## src/rtl/rate_search_pkg.sv

```systemverilog
package rate_search_pkg;
  typedef enum logic [1:0] {
    SRCH_IDLE = 2'd0,
    SRCH_RUN  = 2'd1,
    SRCH_HOLD = 2'd2
  } srch_state_e;
endpackage

```

## src/rtl/rate_pick.sv

```systemverilog
// Combinational choice of the first and the following candidate index.
module rate_pick #(
  parameter int NUM_RATES = 8,
  localparam int IDX_W = $clog2(NUM_RATES)
) (
  input  logic [NUM_RATES-1:0] en,
  input  logic [IDX_W-1:0]     cur,
  output logic [IDX_W-1:0]     top_idx,
  output logic [IDX_W-1:0]     next_idx,
  output logic                 any_en
);
  logic found;

  always_comb begin
    top_idx = '0;
    for (int i = 0; i < NUM_RATES; i++) begin
      if (en[i]) top_idx = IDX_W'(i);
    end
  end

  always_comb begin
    next_idx = top_idx;
    found    = 1'b0;
    for (int i = NUM_RATES - 1; i >= 0; i--) begin
      if (!found && (i < int'(cur)) && en[i]) begin
        next_idx = IDX_W'(i);
        found    = 1'b1;
      end
    end
  end

  assign any_en = |en;


  always_comb begin
    if (any_en) next_in_mask_chk : assert (en[next_idx]);
  end
endmodule

```

## src/rtl/dwell_timer.sv

```systemverilog
// Prescaler plus tick counter; expire marks the last cycle of a dwell.
module dwell_timer #(
  parameter int PRE_W = 10,
  parameter int IVL_W = 21
) (
  input  logic             clk,
  input  logic             rst_n,
  input  logic             reload,
  input  logic             run,
  input  logic [IVL_W-1:0] ivl,
  output logic             expire
);
  logic [PRE_W-1:0] pre_q, pre_d;
  logic [IVL_W-1:0] cnt_q, cnt_d;
  logic             pre_wrap;

  assign pre_wrap = &pre_q;
  assign expire   = run && pre_wrap && (({1'b0, cnt_q} + 1'b1) >= {1'b0, ivl});

  always_comb begin
    pre_d = pre_q;
    cnt_d = cnt_q;
    if (reload) begin
      pre_d = '0;
      cnt_d = '0;
    end else if (run) begin
      pre_d = pre_q + 1'b1;
      if (pre_wrap) cnt_d = expire ? '0 : cnt_q + 1'b1;
    end
  end

  always_ff @(posedge clk or negedge rst_n) begin
    if (!rst_n) begin
      pre_q <= '0;
      cnt_q <= '0;
    end else begin
      pre_q <= pre_d;
      cnt_q <= cnt_d;
    end
  end


  cnt_in_range_chk : assert property (@(posedge clk) disable iff (!rst_n)
    (run && $stable(ivl) && ivl != '0) |-> (cnt_q < ivl));
endmodule

```

## src/rtl/rate_search_seq.sv

```systemverilog
module rate_search_seq
  import rate_search_pkg::*;
#(
  parameter int NUM_RATES = 8,
  parameter int HI_W      = 5,
  parameter int LO_W      = 16,
  parameter int PRE_W     = 10,
  parameter int SEL_W     = 2,
  localparam int IDX_W    = $clog2(NUM_RATES),
  localparam int IVL_W    = HI_W + LO_W
) (
  input  logic                 clk,
  input  logic                 rst_n,
  input  logic                 start,
  input  logic [NUM_RATES-1:0] rate_en,
  input  logic [HI_W-1:0]      ivl_hi,
  input  logic [LO_W-1:0]      ivl_lo,
  input  logic [SEL_W-1:0]     ref_sel_in,
  input  logic                 lock_in,
  output logic [SEL_W-1:0]     ref_sel_out,
  output logic [IDX_W-1:0]     rate_idx,
  output logic                 searching,
  output logic                 locked
);
  srch_state_e      st_q, st_d;
  logic [IDX_W-1:0] idx_q, idx_d;
  logic [IDX_W-1:0] top_idx, next_idx;
  logic             any_en, reload, expire;

  rate_pick #(.NUM_RATES(NUM_RATES)) u_pick (
    .en(rate_en), .cur(idx_q), .top_idx(top_idx),
    .next_idx(next_idx), .any_en(any_en)
  );

  dwell_timer #(.PRE_W(PRE_W), .IVL_W(IVL_W)) u_timer (
    .clk(clk), .rst_n(rst_n), .reload(reload),
    .run(st_q == SRCH_RUN), .ivl({ivl_hi, ivl_lo}), .expire(expire)
  );

  always_comb begin
    st_d   = st_q;
    idx_d  = idx_q;
    reload = 1'b0;
    unique case (st_q)
      SRCH_IDLE: begin
        if (start && any_en) begin
          st_d   = SRCH_RUN;
          idx_d  = top_idx;
          reload = 1'b1;
        end
      end
      SRCH_RUN: begin
        if (!any_en) begin
          st_d  = SRCH_IDLE;
          idx_d = '0;
        end else if (lock_in) begin
          st_d = SRCH_HOLD;
        end else if (expire) begin
          idx_d  = next_idx;
          reload = 1'b1;
        end
      end
      SRCH_HOLD: begin
        if (!any_en) begin
          st_d  = SRCH_IDLE;
          idx_d = '0;
        end else if (!lock_in) begin
          st_d   = SRCH_RUN;
          idx_d  = top_idx;
          reload = 1'b1;
        end
      end
      default: begin
        st_d  = SRCH_IDLE;
        idx_d = '0;
      end
    endcase
  end

  always_ff @(posedge clk or negedge rst_n) begin
    if (!rst_n) begin
      st_q  <= SRCH_IDLE;
      idx_q <= '0;
    end else begin
      st_q  <= st_d;
      idx_q <= idx_d;
    end
  end

  assign ref_sel_out = ref_sel_in;
  assign rate_idx    = idx_q;
  assign searching   = (st_q == SRCH_RUN);
  assign locked      = (st_q == SRCH_HOLD);


  start_go_chk : assert property (@(posedge clk) disable iff (!rst_n)
    (st_q == SRCH_IDLE && start && |rate_en) |=> searching);

  idle_stay_chk : assert property (@(posedge clk) disable iff (!rst_n)
    (st_q == SRCH_IDLE && !(start && |rate_en)) |=> (!searching && !locked));

  step_moves_chk : assert property (@(posedge clk) disable iff (!rst_n)
    (searching && !lock_in && expire && |rate_en) |=>
      (rate_idx != $past(rate_idx)) || ($countones($past(rate_en)) == 1));

  lock_hold_chk : assert property (@(posedge clk) disable iff (!rst_n)
    ((searching || locked) && lock_in && |rate_en) |=> (locked && $stable(rate_idx)));

  lock_lost_chk : assert property (@(posedge clk) disable iff (!rst_n)
    (locked && !lock_in && |rate_en) |=> searching);
endmodule

```

## config.mk

```make
export PLATFORM = sky130hd
export DESIGN_NAME = rate_search_seq
export DESIGN_NICKNAME = d
export VERILOG_FILES = /design/src/rtl/rate_search_pkg.sv /design/src/rtl/rate_pick.sv /design/src/rtl/dwell_timer.sv /design/src/rtl/rate_search_seq.sv
export SDC_FILE = /design/constraint.sdc
export NUM_CORES = 1
export LEC_CHECK = 0
export CORE_MARGIN = 2
export CORE_UTILIZATION = 25
export DETAILED_ROUTE_END_ITERATION = 10
export DONT_BUFFER_PORTS = 1
export GPL_TIMING_DRIVEN = 0
export PLACE_DENSITY = 0.41
export SYNTH_ARGS = -nofsm -noshare
export SYNTH_HDL_FRONTEND = slang
export SYNTH_SLANG_ARGS = --single-unit
```

## constraint.sdc

```tcl
create_clock -name clk -period 5.95 [get_ports clk]
set_clock_uncertainty 0.1 [all_clocks]
set_input_delay 0.8925 -clock clk [delete_from_list [all_inputs] [get_ports clk]]
set_output_delay 0.8925 -clock clk [all_outputs]
set_load 0.02 [all_outputs]
```

**After elaboration in Yosys (flattened, before gate mapping)**

Index checks and enable logic that the tools add are counted.

- Register bits: 36
- Latch bits: 0
- RAM bits: 0
- Bits in read-only memories: 0
- Input port bits: 35
- Output and inout bits: 7
- Word-level logic and storage cells: 98
- Memories: 0

- Add/subtract/negate cells: 3
- Multipliers: 0
- Divide/modulo/power cells: 0
- Order comparisons: 8
- Equal/unequal tests: 7
- Shifts and indexed selects: 0
- Mux-type cells: 46
- Bitwise logic cells: 0
- Reduce and logical (&&, ||, !) cells: 30

Operators by type and width:

| kind | count |
|---|---|
| two-way mux 21 bit | 4 |
| two-way mux 3 bit | 19 |
| adder 21 x 1 -> 22 bit, second input constant | 1 |
| greater-or-equal comparator 22 x 21 -> 1 bit | 1 |
| adder 21 x 1 -> 21 bit, second input constant | 1 |
| two-way mux 10 bit | 2 |
| logical AND 1 bit | 16 |
| two-way mux 1 bit | 13 |
| != test 3 bit, second input constant | 4 |
| adder 10 x 1 -> 10 bit, second input constant | 1 |
| two-way mux 2 bit | 5 |
| AND reduction 10 bit | 1 |
| < comparator 3 bit, first input constant | 3 |
| one-hot mux 3 bit (3 select lines) | 1 |
| OR reduction 8 bit | 1 |
| logical NOT 1 bit | 6 |
| < comparator 1 x 3 -> 1 bit, first input constant | 2 |
| < comparator 2 x 3 -> 1 bit, first input constant | 2 |
| one-hot mux 2 bit (3 select lines) | 1 |
| AND reduction 4 bit | 1 |
| nonzero test 2 bit | 2 |
| one-hot mux 1 bit (3 select lines) | 1 |
| AND reduction 3 bit | 1 |
| equality test 2 x 1 -> 1 bit, second input constant | 1 |
| other kinds (4) | 4 |

**Depth between registers and ports, before layout**

- Word-level depth: 31
- Mapped depth: 16
- Gate-level depth less buffers: 14

**Modules after synthesis**

From an unflattened synthesis, not the netlist that was laid out.

- Cell total of the unflattened synthesis: 346
- Area, all modules: 3027.9 um^2

By module, submodules not included:

| module | instances | cells each | area each (um^2) | seq. area each (um^2) |
|---|---|---|---|---|
| dwell_timer | 1 | 259 | 2313.5 | 775.7 |
| rate_search_seq | 1 | 43 | 444.2 | 125.1 |
| rate_pick | 1 | 44 | 270.3 | 0.0 |

**Worst setup path before layout**

OpenSTA, ideal clock, no wires.

- Path kind: reg2reg
- Start point: register u_timer.cnt_q[0]
- End point: register idx_q[0] (netlist: rate_idx[0])
- Library setup time: 125 ps
- Arrival time: 3748 ps
- Data required time: 5725 ps
- Setup slack: 1977 ps
- Stages on the path, launching flop included: 16
- Buffers on the path: 1
- Period minus slack after synthesis: 3973 ps
- Cell sequence: dfrtp_1 ha_1 nand3_1 or2_0 clkbuf_1 nor4_2 nand3_1 xnor2_1 ha_1 o21a_1 o21ai_1 or4_1 a211oi_1 nor2_2 o31a_1 mux2_4

- Word-level cells in the longest chain between the ends: 5

RTL lines:

| what | line | source |
|---|---|---|
| start: declaration | dwell_timer.sv:14 | `logic [IVL_W-1:0] cnt_q, cnt_d;` |
| start signal: assignment | dwell_timer.sv:38 | `cnt_q <= cnt_d;` |
| adder 21 x 1 -> 22 bit | dwell_timer.sv:18 | `assign expire = run && pre_wrap && (({1'b0, cnt_q} + 1'b1) >= {1'b0, ivl});` |
| greater-or-equal comparator 22 x 21 -> 1 bit | dwell_timer.sv:18 |  |
| logical AND 1 bit | dwell_timer.sv:18 |  |
| != test 3 bit (no line) | -- |  |
| AND reduction 4 bit (no line) | -- |  |
| end signal: assignment | rate_search_seq.sv:86 | `idx_q <= idx_d;` |
| end: declaration | rate_search_seq.sv:26 | `logic [IDX_W-1:0] idx_q, idx_d;` |

Every way passes these cells.
A chain may end at the register's enable or synchronous reset.

**Worst setup path in the final report**

- Start point: register u_timer.cnt_q[0]
- End point: register u_timer.pre_q[2]

- Word-level cells in the longest chain between the ends: 8
- Elaborated cells on any way between the ends: 9
- Classes of those cells: add/sub (1); order compare (1); mux (5); reduce/logical (2)

RTL lines:

| what | line | source |
|---|---|---|
| adder 21 x 1 -> 22 bit * | dwell_timer.sv:18 |  |
| greater-or-equal comparator 22 x 21 -> 1 bit * | dwell_timer.sv:18 |  |
| logical AND 1 bit * | dwell_timer.sv:18 |  |
| two-way mux 1 bit * | rate_search_seq.sv:58 | `end else if (expire) begin` |
| two-way mux 1 bit * | rate_search_seq.sv:56 | `end else if (lock_in) begin` |
| two-way mux 1 bit * | rate_search_seq.sv:53 | `if (!any_en) begin` |
| one-hot mux 1 bit (3 select lines) * | rate_search_seq.sv:44 | `unique case (st_q)` |
| two-way mux 10 bit or nonzero test 2 bit (tied branches) | -- |  |
| end signal: assignment | dwell_timer.sv:37 | `pre_q <= pre_d;` |
| end: declaration | dwell_timer.sv:13 | `logic [PRE_W-1:0] pre_q, pre_d;` |

Mark *: on every way between the ends. The rest lies on a longest branch, timed or not.

==> out/summary.txt <==
Layout Utilization: 0.283
Yosys top cell area share: 0.311
Top_reg_cell synth: dfrtp_1
CP Class: flop to flop
CP top delay family: simple AND/OR/NAND/NOR gates
Layout cells sized above 1: 0.0691
Crit path DAT: 4900 ps
Layout Cell Area excl Fill: 0.00322 sq mm
Die width: 112 microns
Via/cell ratio: 4.75
Crit path max fanout: 10
Grt ovf: 0
Placed cells: 497
CTS Hold Buffers Added: 0
Lkg Pwr: 1.48 nW
DIE AREA: 0.0125 sq mm
Max Slew Vio Count: 0
Residual DRC: 0
Number of flops mapped to enable cells by yosys: 0
Max Cap Viol: 0
Final nets: 423
DR WL/cell: 13.4 microns
Buf+Inv Stages, Crit Path: 2
CP endpoint kind: flop
Die Ht: 112 microns
Row count: 39
CTS Root Cell: clkbuf_16
CTS Buf Count: 5
Worst slew margin: 0.600
Sw frac: 0.394
Synth Area per Inst: 8.18 sq um
Minimum clock period: 4840 ps
IO Count: 42
Total number of vias: 2399
First-pass GRT wire length: 11.5 mm
CTS Sinks: 36
Clock transition at the registers of the reported paths: 60 ps
H-tree depth: 2
CTS Buffer Depth: 2
Skew-Pair Late Insertion Delay: 280 ps
RSZ-0062 raised after global routing: false
Logic pwr share: 0.393
Setup violations, final: 0
Total negative slack: 0 ps
Most frequent cells after synthesis: nor2_1 (51), dfrtp_1 (36), nand2_1 (36)
Initial core utilization: 0.255
DRT Pass-1 Iters: 4
Vias in the first global route: 2367
Layout area overhead: 11.1%
Most common cell in the netlist: nor2_1
Diodes inserted: 0
Achievable Freq: 0.207 GHz
Overall power: 1.01 mW
Clock power share: 0.256
GRT Total Usage: 0.111
WP data required: 6010 ps
Startpoint Class: flop
Synthesized area: 0.00290 sq mm
Count of cell types in the netlist: 53
Sw power: 0.397 mW
Register area share after synthesis: 0.311
CTS-repair resized insts: 0
Pint: 0.610 mW
Pwr dens: 313 mW/mm^2
DRT iter0 DRCs: 89
Final period util: 0.813
Status: finished, final reports clean
Peak VDD IR: 204 uV
GP Congestion: 0.829
CTS tree: yes
Critical-path cell list: ha_1, nand3_1, or2_0, clkbuf_1, nor4_2, nand3_1, xnor2_1, ha_1, o21a_1, o21ai_1, or4_1, a211oi_1, o21ai_1, a21oi_2, buf_2, nor2_1
Core outline area: 0.0114 sq mm
Post-synth ARST share: 1.00
Non-Filler Instances: 505
Worst min path class: primary input to asynchronous set/reset pin
Sequential share of power: 0.351
Post-CTS Setup Bufs: 0
Initial antenna violation count: 0
Final Hold Viols: 0
Yosys reg bits: 36
Largest stage delay, worst path: 540 ps
Port bufs: 0
DP HPWL: 5.18 mm
Synth area leaders: dfrtp_1 (31%), ha_1 (12%), nor2_1 (6.6%)
Largest net degree at the start of global routing: 37
Cells after Synth: 354
Ys Warns: 0
Final WL: 6.75 mm
Synth Net Count: 416
Routed Antenna Nets: 0
Worst slew pin tran: 595 ps
Crit path max-delay cell type: nor4_2
Dpl cell area: 0.00308 sq mm
Yosys top cell by area: dfrtp_1
-- power groups by stage --
stage          Combinational [mW]  Sequential (mW)  Clock [mW]
2_1_floorplan               0.322            0.341           0
3_3_place_gp                0.397            0.357           0
3_5_place_dp                0.398            0.357           0
4_1_cts                     0.400            0.353       0.269
5_1_grt                     0.449            0.361       0.281
6_report                    0.396            0.354       0.258
-- sequential cells by signal, summed over array words and instances, names as in the netlist --
name / flops
st_q: 2
rate_idx: 3
u_timer.pre_q: 10
u_timer.cnt_q: 21
-- layer usage --
metal | vias to the layer above | part of all wire | track usage
li1 | 1236 | - | -
met5 | - | 0 | 0
met2 | 56 | 0.41 | 0.171
met1 | 1101 | 0.52 | 0.155
met3 | 6 | 0.050 | 0.0310
met4 | 0 | 0.012 | 0.0296
-- worst paths after layout --
path                                               from                           end  slack, ps  cells past startpoint
min in group clk           u_timer.pre_q[4]$_DFFE_PN0P_  u_timer.pre_q[4]$_DFFE_PN0P_        440                      2
min                                               rst_n  u_timer.cnt_q[4]$_DFFE_PN0P_        210                      0
min reg2reg                u_timer.pre_q[4]$_DFFE_PN0P_  u_timer.pre_q[4]$_DFFE_PN0P_        440                      2
max                        u_timer.cnt_q[0]$_DFFE_PN0P_  u_timer.pre_q[2]$_DFFE_PN0P_       1110                     16
max reg2reg                u_timer.cnt_q[0]$_DFFE_PN0P_  u_timer.pre_q[2]$_DFFE_PN0P_       1110                     16
max in group asynchronous                         rst_n  u_timer.cnt_q[1]$_DFFE_PN0P_       5460                      0
-- per-stage QoR --
step / setup slack (ps) / hold WS [ps]
floorplan: 1980 / 405
global placement: 1020 / 430
detailed placement: 1070 / 439
CTS: 1060 / 198
global route: 760 / 191
finish: 1110 / 205
-- layout by cell type, fill, tap and decap left out, drive strengths merged, types with 3 or more instances in the layout --
cell,synthesis,routed
o21ai,15,15
buf,5,5
clkbuf,9,14
mux2,4,4
nand2b,4,4
nor2,52,52
ha,27,27
dfrtp,36,36
a32oi,3,3
xnor2,19,19
xor2,20,20
or3,4,4
clkinv,0,3
inv,26,26
nor3,3,3
a21oi,25,25
nand3,15,15
nand4,13,13
nand2,37,37
-- cell type report --
type,count,area (sq um)
sequential,36,901
tap,143,179
fill,1223,8150
inverter,26,97.6
clock buffer,5,125
multi-input combinational,278,1830
buffer,14,63.8
clock inverter,3,18.8
-- cells by family after synthesis --
logic type / after synthesis / synth area share
and+or+nand+nor: 140 / 0.226
AOI/OAI and AO/OA: 66 / 0.146
xor gates and xnor gates: 39 / 0.118
muxes: 6 / 0.0263
DFF: 36 / 0.311
buffers and inverters: 40 / 0.0557
adders and majority gates: 27 / 0.117
Power figures use the tool's default switching activity.
